## config.mk

```make
export PLATFORM = sky130hd
export DESIGN_NAME = flash_prog_seq
export DESIGN_NICKNAME = d
export VERILOG_FILES = /design/src/rtl/flash_seq_pkg.sv /design/src/rtl/flash_cmd_steps.sv /design/src/rtl/flash_busy_poll.sv /design/src/rtl/flash_prog_seq.sv
export SDC_FILE = /design/constraint.sdc
export NUM_CORES = 1
export LEC_CHECK = 0
export CORE_ASPECT_RATIO = 0.8
export CORE_MARGIN = 2
export CORE_UTILIZATION = 60
export DETAILED_ROUTE_END_ITERATION = 6
export DONT_BUFFER_PORTS = 1
export PLACE_DENSITY = 0.81
export SLEW_MARGIN = 20
export SYNTH_ARGS = -nofsm -noshare
export SYNTH_HDL_FRONTEND = slang
export SYNTH_SLANG_ARGS = --single-unit
```

## constraint.sdc

```tcl
create_clock -name clk -period 3.7 [get_ports clk]
set_input_delay 0.37 -clock clk [delete_from_list [all_inputs] [get_ports clk]]
set_output_delay 0.37 -clock clk [all_outputs]
set_load 0.1 [all_outputs]
```

## src/rtl/flash_seq_pkg.sv

```systemverilog
// Shared types of the flash program sequencer.
// Assumes nothing beyond IEEE 1800-2017 enums.
package flash_seq_pkg;
    typedef enum logic [2:0] {
        ST_IDLE,
        ST_WRITE,
        ST_POLL,
        ST_VERIFY,
        ST_BLANK,
        ST_FINISH
    } seq_state_t;

    typedef enum logic {
        OP_PROG  = 1'b0,
        OP_ERASE = 1'b1
    } seq_op_t;
endpackage

```

## src/rtl/flash_cmd_steps.sv

```systemverilog
// Command step table: for an operation and a write index it gives the
// address and data of that bus write and whether it is the last one.
// Assumes the index never passes the last step of the operation.
module flash_cmd_steps
    import flash_seq_pkg::*;
#(
    parameter int                ADDR_W         = 16,
    parameter int                DATA_W         = 8,
    parameter logic [ADDR_W-1:0] UNLK1_ADDR     = 16'h5555,
    parameter logic [DATA_W-1:0] UNLK1_DATA     = 8'hAA,
    parameter logic [ADDR_W-1:0] UNLK2_ADDR     = 16'h2AAA,
    parameter logic [DATA_W-1:0] UNLK2_DATA     = 8'h55,
    parameter logic [ADDR_W-1:0] PROG_CMD_ADDR  = 16'h5555,
    parameter logic [DATA_W-1:0] PROG_CMD_DATA  = 8'hA0,
    parameter logic [ADDR_W-1:0] ERSEN_CMD_ADDR = 16'h5555,
    parameter logic [DATA_W-1:0] ERSEN_CMD_DATA = 8'h80,
    parameter logic [ADDR_W-1:0] ERASE_CMD_ADDR = 16'h5555,
    parameter logic [DATA_W-1:0] ERASE_CMD_DATA = 8'h10
) (
    input  seq_op_t           op,
    input  logic [2:0]        idx,
    input  logic [ADDR_W-1:0] tgt_addr,
    input  logic [DATA_W-1:0] tgt_data,
    output logic [ADDR_W-1:0] step_addr,
    output logic [DATA_W-1:0] step_data,
    output logic              step_last
);
    // Decode one bus write from the operation and step index.
    always_comb begin
        step_addr = UNLK1_ADDR;
        step_data = UNLK1_DATA;
        step_last = 1'b0;
        if (op == OP_PROG) begin
            unique case (idx)
                3'd1: begin step_addr = UNLK2_ADDR;    step_data = UNLK2_DATA;    end
                3'd2: begin step_addr = PROG_CMD_ADDR; step_data = PROG_CMD_DATA; end
                3'd3: begin step_addr = tgt_addr;      step_data = tgt_data; step_last = 1'b1; end
                default: ;
            endcase
        end else begin
            unique case (idx)
                3'd1, 3'd4: begin step_addr = UNLK2_ADDR;     step_data = UNLK2_DATA;     end
                3'd2:       begin step_addr = ERSEN_CMD_ADDR; step_data = ERSEN_CMD_DATA; end
                3'd5:       begin step_addr = ERASE_CMD_ADDR; step_data = ERASE_CMD_DATA; step_last = 1'b1; end
                default: ;
            endcase
        end
    end
endmodule

```

## src/rtl/flash_busy_poll.sv

```systemverilog
// Busy poll comparator: while active, it keeps the previous read byte and
// counts reads. It flags settle when a read equals the one before it, and
// expiry when the limit-th read still has not settled.
// Assumes one read per active cycle and LIMIT of at least 2.
module flash_busy_poll #(
    parameter int DATA_W = 8,
    parameter int LIMIT  = 4096
) (
    input  logic              clk,
    input  logic              rst_n,
    input  logic              active,
    input  logic [DATA_W-1:0] rdata,
    output logic              settled,
    output logic              expired
);
    localparam int CNT_W = $clog2(LIMIT + 1);

    logic [DATA_W-1:0] prev_q;
    logic              have_q;
    logic [CNT_W-1:0]  cnt_q;

    assign settled = active && have_q && (rdata == prev_q);
    assign expired = active && !settled && (cnt_q == CNT_W'(LIMIT - 1));

    // Track the last read byte and the read count; clear when inactive.
    always_ff @(posedge clk) begin
        if (!rst_n || !active) begin
            prev_q <= '0;
            have_q <= 1'b0;
            cnt_q  <= '0;
        end else begin
            prev_q <= rdata;
            have_q <= 1'b1;
            cnt_q  <= cnt_q + 1'b1;
        end
    end
endmodule

```

## src/rtl/flash_prog_seq.sv

```systemverilog
// Parallel flash program sequencer top. It accepts a program or erase
// request while idle, then writes the command steps and polls until two
// reads agree. It then verifies the target byte or blank-checks the range
// and pulses done with the error outcome.
// Assumes read data is valid in the cycle fl_re and fl_addr are driven.
module flash_prog_seq
    import flash_seq_pkg::*;
#(
    parameter int                ADDR_W         = 16,
    parameter int                DATA_W         = 8,
    parameter logic [ADDR_W-1:0] UNLK1_ADDR     = 16'h5555,
    parameter logic [DATA_W-1:0] UNLK1_DATA     = 8'hAA,
    parameter logic [ADDR_W-1:0] UNLK2_ADDR     = 16'h2AAA,
    parameter logic [DATA_W-1:0] UNLK2_DATA     = 8'h55,
    parameter logic [ADDR_W-1:0] PROG_CMD_ADDR  = 16'h5555,
    parameter logic [DATA_W-1:0] PROG_CMD_DATA  = 8'hA0,
    parameter logic [ADDR_W-1:0] ERSEN_CMD_ADDR = 16'h5555,
    parameter logic [DATA_W-1:0] ERSEN_CMD_DATA = 8'h80,
    parameter logic [ADDR_W-1:0] ERASE_CMD_ADDR = 16'h5555,
    parameter logic [DATA_W-1:0] ERASE_CMD_DATA = 8'h10,
    parameter logic [ADDR_W-1:0] BLANK_LO       = 16'h0000,
    parameter logic [ADDR_W-1:0] BLANK_HI       = 16'hFFFF,
    parameter int                POLL_LIMIT     = 4096
) (
    input  logic              clk,
    input  logic              rst_n,
    input  logic              req_valid,
    input  logic              req_erase,
    input  logic [ADDR_W-1:0] req_addr,
    input  logic [DATA_W-1:0] req_data,
    output logic              busy,
    output logic              done,
    output logic              err,
    output logic [ADDR_W-1:0] fl_addr,
    output logic [DATA_W-1:0] fl_wdata,
    output logic              fl_we,
    output logic              fl_re,
    input  logic [DATA_W-1:0] fl_rdata
);
    localparam logic [DATA_W-1:0] ERASED = '1;

    seq_state_t        state_q;
    seq_op_t           op_q;
    logic [ADDR_W-1:0] tgt_addr_q;
    logic [DATA_W-1:0] tgt_data_q;
    logic [2:0]        idx_q;
    logic [ADDR_W-1:0] scan_q;
    logic              err_q;

    logic [ADDR_W-1:0] step_addr;
    logic [DATA_W-1:0] step_data;
    logic              step_last;
    logic              poll_settled;
    logic              poll_expired;
    logic              polling;

    flash_cmd_steps #(
        .ADDR_W(ADDR_W), .DATA_W(DATA_W),
        .UNLK1_ADDR(UNLK1_ADDR), .UNLK1_DATA(UNLK1_DATA),
        .UNLK2_ADDR(UNLK2_ADDR), .UNLK2_DATA(UNLK2_DATA),
        .PROG_CMD_ADDR(PROG_CMD_ADDR), .PROG_CMD_DATA(PROG_CMD_DATA),
        .ERSEN_CMD_ADDR(ERSEN_CMD_ADDR), .ERSEN_CMD_DATA(ERSEN_CMD_DATA),
        .ERASE_CMD_ADDR(ERASE_CMD_ADDR), .ERASE_CMD_DATA(ERASE_CMD_DATA)
    ) steps_i (
        .op(op_q), .idx(idx_q), .tgt_addr(tgt_addr_q), .tgt_data(tgt_data_q),
        .step_addr(step_addr), .step_data(step_data), .step_last(step_last)
    );

    assign polling = (state_q == ST_POLL);

    flash_busy_poll #(.DATA_W(DATA_W), .LIMIT(POLL_LIMIT)) poll_i (
        .clk(clk), .rst_n(rst_n), .active(polling), .rdata(fl_rdata),
        .settled(poll_settled), .expired(poll_expired)
    );

    assign busy  = (state_q != ST_IDLE);
    assign done  = (state_q == ST_FINISH);
    assign err   = err_q;
    assign fl_we = (state_q == ST_WRITE);
    assign fl_re = polling || (state_q == ST_VERIFY) || (state_q == ST_BLANK);

    // Steer the flash address and write data by phase.
    always_comb begin
        fl_addr  = '0;
        fl_wdata = '0;
        unique case (state_q)
            ST_WRITE:  begin fl_addr = step_addr; fl_wdata = step_data; end
            ST_POLL:   fl_addr = (op_q == OP_ERASE) ? BLANK_LO : tgt_addr_q;
            ST_VERIFY: fl_addr = tgt_addr_q;
            ST_BLANK:  fl_addr = scan_q;
            default: ;
        endcase
    end

    // Sequence the operation phases and collect the error outcome.
    always_ff @(posedge clk) begin
        if (!rst_n) begin
            state_q    <= ST_IDLE;
            op_q       <= OP_PROG;
            tgt_addr_q <= '0;
            tgt_data_q <= '0;
            idx_q      <= '0;
            scan_q     <= '0;
            err_q      <= 1'b0;
        end else begin
            unique case (state_q)
                ST_IDLE: if (req_valid) begin
                    op_q       <= req_erase ? OP_ERASE : OP_PROG;
                    tgt_addr_q <= req_addr;
                    tgt_data_q <= req_data;
                    idx_q      <= '0;
                    err_q      <= 1'b0;
                    state_q    <= ST_WRITE;
                end
                ST_WRITE: begin
                    if (step_last) state_q <= ST_POLL;
                    else           idx_q   <= idx_q + 1'b1;
                end
                ST_POLL: begin
                    if (poll_expired) begin
                        err_q   <= 1'b1;
                        state_q <= ST_FINISH;
                    end else if (poll_settled) begin
                        scan_q  <= BLANK_LO;
                        state_q <= (op_q == OP_ERASE) ? ST_BLANK : ST_VERIFY;
                    end
                end
                ST_VERIFY: begin
                    if (fl_rdata != tgt_data_q) err_q <= 1'b1;
                    state_q <= ST_FINISH;
                end
                ST_BLANK: begin
                    if (fl_rdata != ERASED) err_q <= 1'b1;
                    if (scan_q == BLANK_HI) state_q <= ST_FINISH;
                    else                    scan_q  <= scan_q + 1'b1;
                end
                default: state_q <= ST_IDLE;
            endcase
        end
    end
endmodule

```

== After elaboration in Yosys (flattened, before gate mapping) ==
Cells that the tools add are included.
W data, S select, Z words.
Cells by class
  add/subtract/negate cells: 3
  equal/unequal tests: 26
  mux-type cells: 33
  reductions and logical operators: 21
Operators with widths (count)
  $mux W16: 5
  $pmux W16 S2: 2
  $pmux W16 S4: 1
  $pmux W8 S3: 2
  $mux W3: 8
  $add A16 B1 Y16 const B: 1
  $eq A16 B16 Y1 const B: 1
  $mux W8: 2
  $mux W15: 1
  $pmux W3 S5: 1
  $add A13 B1 Y13 const B: 1
  $eq A13 B12 Y1 const B: 1
  $eq A3 B2 Y1 const B: 4
  $eq A3 B3 Y1 const B: 4
  $ne A2 B2 Y1 const B: 6
  $mux W1: 9
  $eq A8 B8 Y1: 1
  $ne A2 B1 Y1 const B: 4
  $ne A8 B8 Y1: 1
  $ne A8 B8 Y1 const B: 1
  $reduce_and A4 Y1: 2
  $eq A3 B1 Y1 const B: 2
  $pmux W3 S2: 1
  $reduce_and A5 Y1: 1
  13 further kinds: 21
Storage, ports and cells
  bits in registers: 70
  input port bits: 36

== Longest topological paths before layout ==
Gate-level depths: netlist (run 1).
  depth after elaboration: 8
  depth in mapped cells: 9
  mapped depth without buffers: 7

== By module ==
Synthesis (run 1) repeated with hierarchy kept, for this count alone.
Unflattened totals
  cell total of the unflattened synthesis: 527
  area, all modules: 4007.6 um2
By module, submodules not included
  flash_prog_seq: instances 1, cells an instance 353, area each 2642.5 um2, seq. area each 960.9 um2
  flash_busy_poll: instances 1, cells an instance 95, area each 895.9 um2, seq. area each 440.4 um2
  flash_cmd_steps: instances 1, cells an instance 79, area each 469.2 um2, seq. area each 0.0 um2

== Worst setup path before layout (run 1) ==
Ideal clock, no wire load.
  kind: reg-to-output
  from: register idx_q[2]
  to: output fl_wdata[4]
  arrival time: 3.425 ns
  data required time: 3.330 ns
  setup slack: -0.095 ns
  cell stages (with the launch flop): 7
  cell sequence: dfxtp_1 clkbuf_1 inv_1 ha_1 and2b_1 a311oi_1 a211oi_1
Between the ends
  cells in the longest elaborated chain, start to end: 5
  elaborated cells on any way between the ends: 10
  classes of those cells: eq/ne: 5; mux: 4; reduce/logical: 1
Ends and longest elaborated chain
  from (decl): RTL line flash_prog_seq.sv:46  | logic [2:0] idx_q;
  from (signal assigned): RTL line flash_prog_seq.sv:117  | else idx_q <= idx_q + 1'b1;
  $eq A3 B1 Y1 / $eq A3 B3 Y1 (equally long branches): RTL line flash_cmd_steps.sv:34, flash_cmd_steps.sv:41
  $reduce_or A2 Y1: RTL line flash_cmd_steps.sv:41  | unique case (idx)
  $pmux W8 S3: RTL line flash_cmd_steps.sv:41
  $mux W8 (*): RTL line flash_cmd_steps.sv:33  | if (op == OP_PROG) begin
  $mux W8 (*): RTL line flash_prog_seq.sv:86  | unique case (state_q)
  to (decl): RTL line flash_prog_seq.sv:35  | output logic [DATA_W-1:0] fl_wdata,
Every way passes the cells marked *; elsewhere a longest branch is shown, timed or not.

== Final worst setup path (run 1) ==
  from: register idx_q[1]
  to: output fl_addr[14]
Between the ends
  cells in the longest elaborated chain, start to end: 5
  elaborated cells on any way between the ends: 8
  classes of those cells: eq/ne: 3; mux: 4; reduce/logical: 1
Ends and longest elaborated chain
  $eq A3 B1 Y1 / $eq A3 B3 Y1 (equally long branches): RTL line flash_cmd_steps.sv:34, flash_cmd_steps.sv:41
  $reduce_or A2 Y1: RTL line flash_cmd_steps.sv:41
  $mux W15: RTL line flash_cmd_steps.sv:41
  $mux W16 (*): RTL line flash_cmd_steps.sv:33
  $pmux W16 S4 (*): RTL line flash_prog_seq.sv:86
  to (decl): RTL line flash_prog_seq.sv:34  | output logic [ADDR_W-1:0] fl_addr,
Marked as above.

==> qor.yml, run 1 <==
status:
  status: "complete, no violations"
layout:
  diodes: 0
  stdcell_area_um2: 4260
  fillers: 501
  syn_to_final_growth_pct: 10.9
  seq_area_um2: 1400
  final_nets: 510
  final_core_util: 0.679
  multiInputGateArea_um2: 2280
  drive_gt1_frac: 0.129
placement:
  place_area_um2: 4050
  portBuffers: 0
  pre_cts_slack_ns: 0.879
  place_congestion: 0.890
  dp_hpwl_mm: 6.22
sta:
  rsz0062_at_grt: "false"
  tightestPinTransition_ns: 1.10
  post-route-period-util: 0.883
  fin_setup_tns_ns: 0
  fin_crit_ns: 3.27
  finalSetupViolations: 0
  max-slew-margin-rel: 0.264
  fin_skew_ns: 0.00902
  fmax_mhz: 306
  fin_ws_ns: 0.433
  drv_slew: 0
  hold_viol_final: 0
yosys:
  syn-mean-instance-area_um2: 8.32
  netlist_area_um2: 3840
  synth_sequential_area_ratio: 0.365
  yosys_register_bits: 70
  yosys_warnings: 0
  async_flop_share: 0
  synth_nets: 505
  synthCells: 462
  yosys_most_used_dff: "dfxtp_1"
  synth_cell_types: 57
  synth-edff-count: 0
cts:
  cts_inserted_buffers: 9
  ctsResizeCount: 0
  htree_levels: 3
  clockBufferDepth: 2
  cts-root-buf: "clkbuf_8"
  clkSlewWorstSetupHoldPaths_ns: 0.07
  clkSinkCount: 70
  clock_latency_ns: 0.36
  cts_tree: "built"
  postCtsSetupBuffers: 0
  postCtsHoldBufs: 0
global_routing:
  grt_max_degree: 73
  grt_usage: 0.252
  grt_remaining_overflow: 0
  grt_pass1_vias: 2865
  grt_first_pass_wirelength_mm: 13.9
  antenna_found_initial: 0
hold_path:
  min_path_type: "input pin to register"
  hold_start: "rst_n"
power_and_ir_drop:
  power.density_nw_per_um2: 767
  power_leakage_nw: 1.61
  total_power_w: 0.00327
  ir_drop_v: 0.000814
floorplan:
  rows: 26
  pin_count: 65
  core_um2: 6280
  die_y_um: 75.6
  initial_utilization: 0.612
  die_w_um: 93.5
  die_area_um2: 7060
routing:
  dr.pass1.iters: 5
  via_count: 3318
  drc: 0
  wire_per_inst_um: 15.7
  antenna_left: 0
  drt_iter0_drc: 220
  vias_per_cell: 5.97
  routed_wirelength_mm: 8.76
critical_path:
  startpoint: "idx_q[1]$_SDFFE_PN0P_"
  cp.arrival_ns: 2.90
  crit_type: "register to primary output"
  critical_path.endpoint_type: "primary output"
  startpoint_type: "register"
  r2r-start: "state_q[1]$_SDFFE_PN0P_"
  critPathMaxFanout: 8
  cp.required_ns: 3.33
flow_run:
  maxCapViolations: 0
[path summary, 6_finish.rpt]
check / end / slack (ns) / depth (start not counted)
max: fl_addr[14] / 0.43 / 8
max reg2reg: scan_q[5]$_SDFFE_PN0P_ / 1.26 / 6
min reg2reg: tgt_addr_q[6]$_SDFFE_PN0P_ / 0.47 / 2
min: idx_q[2]$_SDFFE_PN0P_ / 0.13 / 1
[power by group]
part | switching [W] | internal [W] | total [W] | leakage (nW)
Sequential | 0.000114 | 0.000829 | 0.000943 | 0.568
Clock | 0.000296 | 0.000378 | 0.000674 | 0.106
Combinational | 0.00128 | 0.000366 | 0.00165 | 0.935
Total | 0.00169 | 0.00157 | 0.00327 | 1.61
[metal layers]
layer	GRT usage	up-vias	wire (um)
met2	0.384	99	3970
met5	0	-	0
met3	0.0742	13	551
met4	0.0915	0	101
li1	-	1641	-
met1	0.344	1565	4130
[stage by stage]
stage,hold WS [ns],instances
global placement,0.443,540
global route,0.136,556
detailed placement,0.458,540
floorplan,0.430,462
finish,0.130,556
CTS,0.120,556
[cell usage in the layout, fill, tap and decap left out, types with 3 or more instances in the layout]
master and count:
a21oi_2 3, dfxtp_1 70, a21boi_0 11, and2_1 7
nor2_1 24, o21ai_0 5, nand4_1 8, a21boi_1 18
clkbuf_8 9, xor2_1 22, nor3_1 7, inv_1 10
ha_1 7, nand2b_1 4, mux2i_1 14, a21oi_1 19
a221o_1 14, nand3b_1 13, and4_1 5, nand2_1 74
nor2_2 3, and3_1 10, nand3_1 33, buf_4 26
xnor2_1 5, o21ai_1 5
[registers in the layout, summed over array words and instances, names as in the netlist]
signal and cells:
state_q 3, idx_q 3, err 1, poll_i.prev_q 8, poll_i.cnt_q 13, scan_q 16, op_q 1, tgt_addr_q 16
poll_i.have_q 1, tgt_data_q 8
[cells in the mapped netlist (all sizes together), types with 2 or more instances]
master	instances	area share
ha	7	0.023
and4	5	0.011
nor2	27	0.026
a21boi	29	0.057
nand3	34	0.046
nor4	2	0.0072
and2	7	0.011
nand2	74	0.072
o21a	2	0.0039
buf	16	0.027
or2	2	0.0033
mux2i	14	0.036
a31oi	4	0.0081
a211oi	3	0.0085
xor2	22	0.050
and3	10	0.016
nand4	8	0.013
a221o	14	0.036
dfxtp	70	0.36
a41o	2	0.0052
a22o	2	0.0046
nor3	8	0.010
a21oi	22	0.030
nor3b	2	0.0065
clkbuf	17	0.017
nand3b	13	0.025
o21ai	10	0.013
nand2b	4	0.0065
inv	11	0.011
xnor2	5	0.011
[kinds of logic after synthesis]
kind of cell | share of synthesized area
AO/OA/AOI/OAI | 0.196
XOR/XNOR | 0.0615
adder cells (fa/ha/maj) | 0.0228
buffers and inverters | 0.0544
flip-flops | 0.365
multiplexers | 0.0394
AND/OR/NAND/NOR | 0.261
[critical path, cell delays in order (launching register included)]
cell and delay, ns:
dfxtp_1 0.46, ha_1 0.20, ha_1 0.28, and2b_1 0.29
o21a_1 0.15, o21ai_1 0.06, a21oi_1 0.52, a221o_1 0.28
buf_4 0.30
[cell type report]
| class | count | area share |
|---|---|---|
| tap | 84 | 0.0247 |
| timing repair buffer | 27 | 0.0523 |
| clock buffer | 10 | 0.0299 |
| sequential | 70 | 0.329 |
| multi-input combinational | 348 | 0.534 |
| inverter | 11 | 0.00969 |
| clock inverter | 6 | 0.0203 |
Note: power is estimated with default switching activity, not from simulation.
==> run 2: changes to the inputs <==
--- a/config.mk
+++ b/config.mk
@@ -7,10 +7,10 @@
 export LEC_CHECK = 0
 export CORE_ASPECT_RATIO = 0.8
 export CORE_MARGIN = 2
-export CORE_UTILIZATION = 60
+export CORE_UTILIZATION = 40
 export DETAILED_ROUTE_END_ITERATION = 6
 export DONT_BUFFER_PORTS = 1
-export PLACE_DENSITY = 0.81
+export PLACE_DENSITY = 0.59
 export SLEW_MARGIN = 20
 export SYNTH_ARGS = -nofsm -noshare
 export SYNTH_HDL_FRONTEND = slang
==> qor.yml, run 2 (synthesized netlist as in run 1, its figures left out) <==
status:
  status: "complete, no violations"
global_routing:
  met2_usage: 0.271  # -0.114
  grt_usage: 0.191  # -0.0609
  grt_pass1_vias: 3074  # +7.3%
  use_met1: 0.275  # -0.0694
  grt_use_met3: 0.0595  # -0.0147
  grt_max_degree: 73  # unchanged
  grt_remaining_overflow: 0  # unchanged
  antenna_found_initial: 0  # unchanged
  grt_first_pass_wirelength_mm: 15.6  # +12%
  top_usage_layer: "met1"
critical_path:
  critical_path.endpoint_type: "primary output"
  critPathMaxFanout: 8  # unchanged
  cp_top_family: "simple AND/OR/NAND/NOR gates"
  startpoint: "idx_q[1]$_SDFFE_PN0P_"
  critical-path-max-stage-delay_ns: 0.56  # +0.04 ns
  crit_top_cell: "ha_1"
  worst-path-stages: 8  # unchanged
  cp.arrival_ns: 2.84  # -0.06 ns
  r2r-start: "state_q[1]$_SDFFE_PN0P_"
  cp.required_ns: 3.33  # about the same
  r2r_cells: 6  # unchanged
  crit_buf_inv: 1  # unchanged
  r2r_end: "scan_q[7]$_SDFFE_PN0P_"
  path_cells: "ha_1 > ha_1 > and2b_1 > o21a_1 > nor3b_2 > or2_1 > a22o_1 > buf_4"
  startpoint_type: "register"
  ff2ff_setup_slack_ns: 1.25  # about the same
  crit_end: "fl_addr[0]"
  crit_type: "register to primary output"
  slowest_stage: "nor3b_2"
routing:
  antenna_left: 0  # unchanged
  vias_per_cell: 5.57  # -6.7%
  routed_wirelength_mm: 9.62  # +9.9%
  dr.pass1.iters: 5  # unchanged
  wire_per_inst_um: 16.3  # +3.7%
  via_count: 3280  # -1.1%
  drt_iter0_drc: 224  # +1.8%
  drc: 0  # unchanged
sta:
  drv_slew: 0  # unchanged
  rsz0062_at_grt: "false"
  max-slew-margin-rel: 0.304  # +0.0404
  post-route-period-util: 0.868  # -0.0151
  fin_crit_ns: 3.21  # -0.0560 ns
  fin_setup_tns_ns: 0  # unchanged
  fmax_mhz: 311  # +1.7%
  tightestPinTransition_ns: 1.04  # -0.0582 ns
  fin_skew_ns: 0.00450  # -0.00452 ns
  finalSetupViolations: 0  # unchanged
  hold_viol_final: 0  # unchanged
hold_path:
  min_path_type: "input pin to register"
power_and_ir_drop:
  power_leakage_nw: 1.67  # +3.8%
  power.density_nw_per_um2: 804  # +4.8%
  ir_drop_v: 0.000647  # -21%
  total_power_w: 0.00355  # +8.7%
cts:
  cts_tree: "built"
  clock_latency_ns: 0.34  # -0.02 ns
  clkSinkCount: 70  # unchanged
  ctsResizeCount: 0  # unchanged
  clockBufferDepth: 2  # unchanged
  postCtsSetupBuffers: 0  # unchanged
  postCtsHoldBufs: 0  # unchanged
  htree_levels: 3  # unchanged
  cts_inserted_buffers: 9  # unchanged
  cts-root-buf: "clkbuf_16"
  clkSlewWorstSetupHoldPaths_ns: 0.06  # about the same
flow_run:
  maxCapViolations: 0  # unchanged
layout:
  final_nets: 512  # +0.39%
  multiInputGateArea_um2: 2280  # unchanged
  final_core_util: 0.481  # -0.198
  syn_to_final_growth_pct: 15.0
  seq_area_um2: 1400  # unchanged
  diodes: 0  # unchanged
  most-common-layout-cells: "74 x nand2_1, 70 x dfxtp_1, 33 x nand3_1"
  reg_top3: "scan_q x16, tgt_addr_q x16, poll_i.cnt_q x13"
  final_common_cell: "nand2_1"
  fillers: 888  # +77%
  drive_gt1_frac: 0.131  # +0.00156
  instances_no_fill: 589  # +5.9%
placement:
  dp_hpwl_mm: 6.68  # +7.5%
  place_inst: 573  # +6.1%
  place_congestion: 0.863  # -3.1%
  portBuffers: 0  # unchanged
floorplan:
  rows: 31  # +19%
  initial_utilization: 0.418  # -0.194
  core_um2: 9190  # +46%
  die_area_um2: 10400  # +47%
  die_y_um: 91.7  # +21%
  pin_count: 65  # unchanged
  die_w_um: 114  # +22%
[run 2: cell types whose count changed in the layout (fill, tap and decap cells not counted)]
cell        delta
buf_4          +2
clkbuf_1       +1
clkbuf_16      +9
clkinv_4       -1
clkbuf_8       -8
clkinvlp_4     -1
[run 2: per-layer routing]
metal | share of wire | up-vias | routed length (um)
met5 | 0 | - | 0
met4 | 0.0090 | 0 | 87
met3 | 0.081 | 6 | 775
met2 | 0.43 | 99 | 4170
met1 | 0.48 | 1526 | 4580
li1 | - | 1649 | -
[run 2: where the power goes]
part	switching, W	internal [W]
combinational	0.00131	0.000376
clock	0.000321	0.000606
sequential	0.000111	0.000830
[run 2: per-stage QoR]
stage / cell area, um^2 / setup slack [ns] / hold WS, ns
2_1_floorplan: 3850 / 0.293 / 0.430
3_3_place_gp: 4100 / 0.931 / 0.443
3_5_place_dp: 4100 / 0.842 / 0.449
4_1_cts: 4420 / 0.474 / 0.147
5_1_grt: 4420 / 0.270 / 0.166
6_report: 4420 / 0.489 / 0.165
[run 2: worst reg2reg max path: stages (launching register included)]
cell and delay [ns]:
dfxtp_1 0.55, nand2b_1 0.30, nor2_1 0.57, nand4_1 0.17
buf_4 0.32, a211oi_2 0.27, mux2i_1 0.20
[run 2: cell type report]
cell class	instances	area share
multi-input combinational	348	0.515
sequential	70	0.317
clock buffer	12	0.0558
timing repair buffer	29	0.0538
tap	115	0.0326
clock inverter	4	0.0159
inverter	11	0.00935
[run 2: worst min-delay path by stage]
stage | from | cells after the start | slack, ns | to
floorplan | poll_i.cnt_q[0]$_SDFF_PN0_ | 1 | 0.43 | poll_i.cnt_q[0]$_SDFF_PN0_
global placement | poll_i.cnt_q[0]$_SDFF_PN0_ | 1 | 0.44 | poll_i.cnt_q[0]$_SDFF_PN0_
detailed placement | tgt_addr_q[5]$_SDFFE_PN0P_ | 2 | 0.45 | tgt_addr_q[5]$_SDFFE_PN0P_
CTS | rst_n | 1 | 0.15 | idx_q[1]$_SDFFE_PN0P_
global route | rst_n | 1 | 0.17 | idx_q[2]$_SDFFE_PN0P_
finish | req_addr[9] | 2 | 0.17 | tgt_addr_q[9]$_SDFFE_PN0P_
==> run 3: changes to the inputs <==
--- a/config.mk
+++ b/config.mk
@@ -5,12 +5,14 @@
 export SDC_FILE = /design/constraint.sdc
 export NUM_CORES = 1
 export LEC_CHECK = 0
+export ABC_AREA = 1
 export CORE_ASPECT_RATIO = 0.8
 export CORE_MARGIN = 2
 export CORE_UTILIZATION = 40
 export DETAILED_ROUTE_END_ITERATION = 6
 export DONT_BUFFER_PORTS = 1
 export PLACE_DENSITY = 0.59
+export SETUP_SLACK_MARGIN = 0.1
 export SLEW_MARGIN = 20
 export SYNTH_ARGS = -nofsm -noshare
 export SYNTH_HDL_FRONTEND = slang
==> qor.yml, run 3 <==
sta:
  max-slew-margin-rel: 0.279  # -0.0250
  fin_crit_ns: 3.13  # -0.0851 ns
  fin_skew_ns: 0.00596  # +0.00146 ns
  tightestPinTransition_ns: 1.08  # +0.0388 ns
  fin_setup_tns_ns: 0  # unchanged
  finalSetupViolations: 0  # unchanged
  drv_slew: 0  # unchanged
  worst_hold_slack_ns: 0.160  # -0.00556 ns
  fmax_mhz: 320  # +2.7%
  post-route-period-util: 0.845  # -0.0230
  hold_viol_final: 0  # unchanged
  rsz0062_at_grt: "false"
floorplan:
  core_um2: 9040  # -1.7%
  die_area_um2: 10100  # -2.9%
  pin_count: 65  # unchanged
  die_y_um: 90.3  # -1.5%
  initial_utilization: 0.412  # -0.00584
  rows: 31  # unchanged
  die_w_um: 112  # -1.5%
yosys:
  synth.area.top_cells: "dfxtp_1 38%, nand2_1 9.9%, inv_1 9.4%, a21oi_1 7.9%, nor2_1 6.3%"
  async_flop_share: 0  # unchanged
  syn-mean-instance-area_um2: 6.68  # -20%
  synth_top_area_cell: "dfxtp_1"
  netlist_area_um2: 3720  # -3.1%
  synth_nets: 601  # +19%
  synth_top_area_frac: 0.376  # +0.0115
  synth_cell_types: 34  # -40%
  yosys_most_used_dff: "dfxtp_1"
  synth.most_common_cell: "nand2_1"
  yosys_warnings: 0  # unchanged
  yosys_register_bits: 70  # unchanged
  synth_sequential_area_ratio: 0.376  # +0.0115
  synthCells: 558  # +21%
  synthTopCellsByCount: "98 x nand2_1, 93 x inv_1, 70 x dfxtp_1, 63 x nor2_1, 59 x a21oi_1"
  synth-edff-count: 0  # unchanged
power_and_ir_drop:
  power_frac_seq: 0.247  # -0.018
  power.density_nw_per_um2: 905  # +13%
  p_sw_w: 0.00213  # +23%
  netSwitchingFraction: 0.519  # +0.0295
  power_leakage_nw: 1.80  # +8.0%
  pwr-share-clk: 0.233  # -0.028
  combPwrFrac: 0.520  # +0.046
  ir_drop_v: 0.000456  # -30%
  internal-power_w: 0.00198  # +9.1%
routing:
  via_count: 3729  # +14%
  vias_per_cell: 5.34  # -4.1%
  antenna_left: 0  # unchanged
  wire_per_inst_um: 15.3  # -6.1%
  dr.pass1.iters: 6  # +1
  drt_iter0_drc: 236  # +5.4%
  routed_wirelength_mm: 10.7  # +11%
  drc: 0  # unchanged
status:
  status: "complete, no violations"
cts:
  postCtsSetupBuffers: 0  # unchanged
  cts_tree: "built"
  htree_levels: 3  # unchanged
  clockBufferDepth: 2  # unchanged
  clkSinkCount: 70  # unchanged
  cts-root-buf: "clkbuf_16"
  ctsResizeCount: 0  # unchanged
  clock_latency_ns: 0.34  # about the same
  clkSlewWorstSetupHoldPaths_ns: 0.06  # about the same
  postCtsHoldBufs: 0  # unchanged
  cts_inserted_buffers: 9  # unchanged
layout:
  reg_top3: "scan_q x16, tgt_addr_q x16, poll_i.cnt_q x13"
  drive_gt1_frac: 0.137  # +0.00642
  syn_to_final_growth_pct: 21.9
  final_common_cell: "nand2_1"
  final_nets: 621  # +21%
  most-common-layout-cells: "98 x nand2_1, 93 x inv_1, 70 x dfxtp_1"
  diodes: 0  # unchanged
  final_core_util: 0.502  # +0.0217
hold_path:
  whs_path_depth: 2  # unchanged
  min_path_type: "input pin to register"
  hold_start: "rst_n"
flow_run:
  maxCapViolations: 0  # unchanged
critical_path:
  critPathMaxFanout: 6  # -2
  critical-path-max-stage-delay_ns: 0.55  # about the same
  slowest_stage: "o21ai_0"
  critical_path.endpoint_type: "primary output"
  startpoint_type: "register"
  r2r-start: "state_q[0]$_SDFFE_PN0P_"
  r2r_cells: 10  # +4
  crit_type: "register to primary output"
  startpoint: "idx_q[1]$_SDFFE_PN0P_"
  cp.arrival_ns: 2.76  # -0.08 ns
  cp.required_ns: 3.33  # about the same
  path_cells: "inv_1 > ha_1 > nand2_1 > nand2_1 > o21ai_0 > o21ai_0 > inv_1 > o211ai_1 > buf_16"
global_routing:
  grt_usage: 0.219  # +0.0274
  grt_max_degree: 51  # -30%
  grt_first_pass_wirelength_mm: 17.7  # +14%
  antenna_found_initial: 0  # unchanged
  grt_pass1_vias: 3558  # +16%
  grt_remaining_overflow: 0  # unchanged
placement:
  place_congestion: 0.894  # +3.6%
  portBuffers: 0  # unchanged
  dp_hpwl_mm: 8.09  # +21%
## run 3: changes by cell type in the layout (fill, tap and decap cells not counted), sizes merged, moves of 14 or more
cell    change
inv        +89
a21oi      +39
nor2       +39
o21ai      +34
a21boi     -29
nand2      +25
xor2       -15
a221o      -14
mux2i      -14
## run 3: logic make-up (layout without fill, tap and decap cells)
kind of cell    count (synthesis)  after routing  synth area share
compound gates                129            129             0.192
simple gates                  226            226             0.260
buf+inv                       116            141             0.125
fa+ha+maj                       7              7            0.0235
xor+xnor                       10             10            0.0235
flops                          70             70             0.376
## run 3: power by group through the flow
stage          Combinational, W  Sequential [W]  Clock [W]
2_1_floorplan           0.00162        0.000993          0
3_3_place_gp            0.00210         0.00102          0
3_5_place_dp            0.00213         0.00103          0
4_1_cts                 0.00214         0.00101   0.000971
5_1_grt                 0.00228         0.00103    0.00100
6_report                0.00214         0.00102   0.000956
## run 3: final timing paths
kind | slack, ns | to
worst max-delay path | 0.57 | fl_addr[9]
worst min-delay path | 0.16 | err$_SDFFE_PN0P_
worst max register to register | 1.22 | scan_q[3]$_SDFFE_PN0P_
worst min register to register | 0.46 | poll_i.cnt_q[0]$_SDFF_PN0_
## run 3: per-layer routing
metal | share of wire | global-route usage | vias to the layer above
met4 | 0.012 | 0.0638 | 0
met2 | 0.45 | 0.342 | 109
li1 | - | - | 1847
met5 | 0 | 0 | -
met1 | 0.48 | 0.303 | 1758
met3 | 0.056 | 0.0483 | 15
## run 3: final cells by class
| type | instances | area (um^2) |
|---|---|---|
| timing repair buffer | 26 | 305 |
| fill | 898 | 4500 |
| multi-input combinational | 372 | 1980 |
| inverter | 99 | 372 |
| clock buffer | 10 | 239 |
| sequential | 70 | 1400 |
| clock inverter | 6 | 93.8 |
| tap | 115 | 144 |
## run 3: critical path, delay by kind of cell (launching register included)
kind	cells	cell delay, ns
buffers and inverters	3	0.60
AOI/OAI and AO/OA	3	0.99
and+or+nand+nor	2	0.21
adders and majority gates	1	0.24
DFF	1	0.38
## run 3: metrics by stage
| stage | worst slack (ns) | total power (W) | std cells | instance area (um^2) |
|---|---|---|---|---|
| 5_1_grt | 0.436 | 0.00431 | 698 | 4540 |
| 4_1_cts | 0.574 | 0.00412 | 698 | 4540 |
| 6_report | 0.574 | 0.00411 | 698 | 4540 |
| 3_5_place_dp | 0.986 | 0.00316 | 682 | 4210 |
| 2_1_floorplan | -0.113 | 0.00261 | 558 | 3730 |
| 3_3_place_gp | 1.09 | 0.00312 | 682 | 4210 |
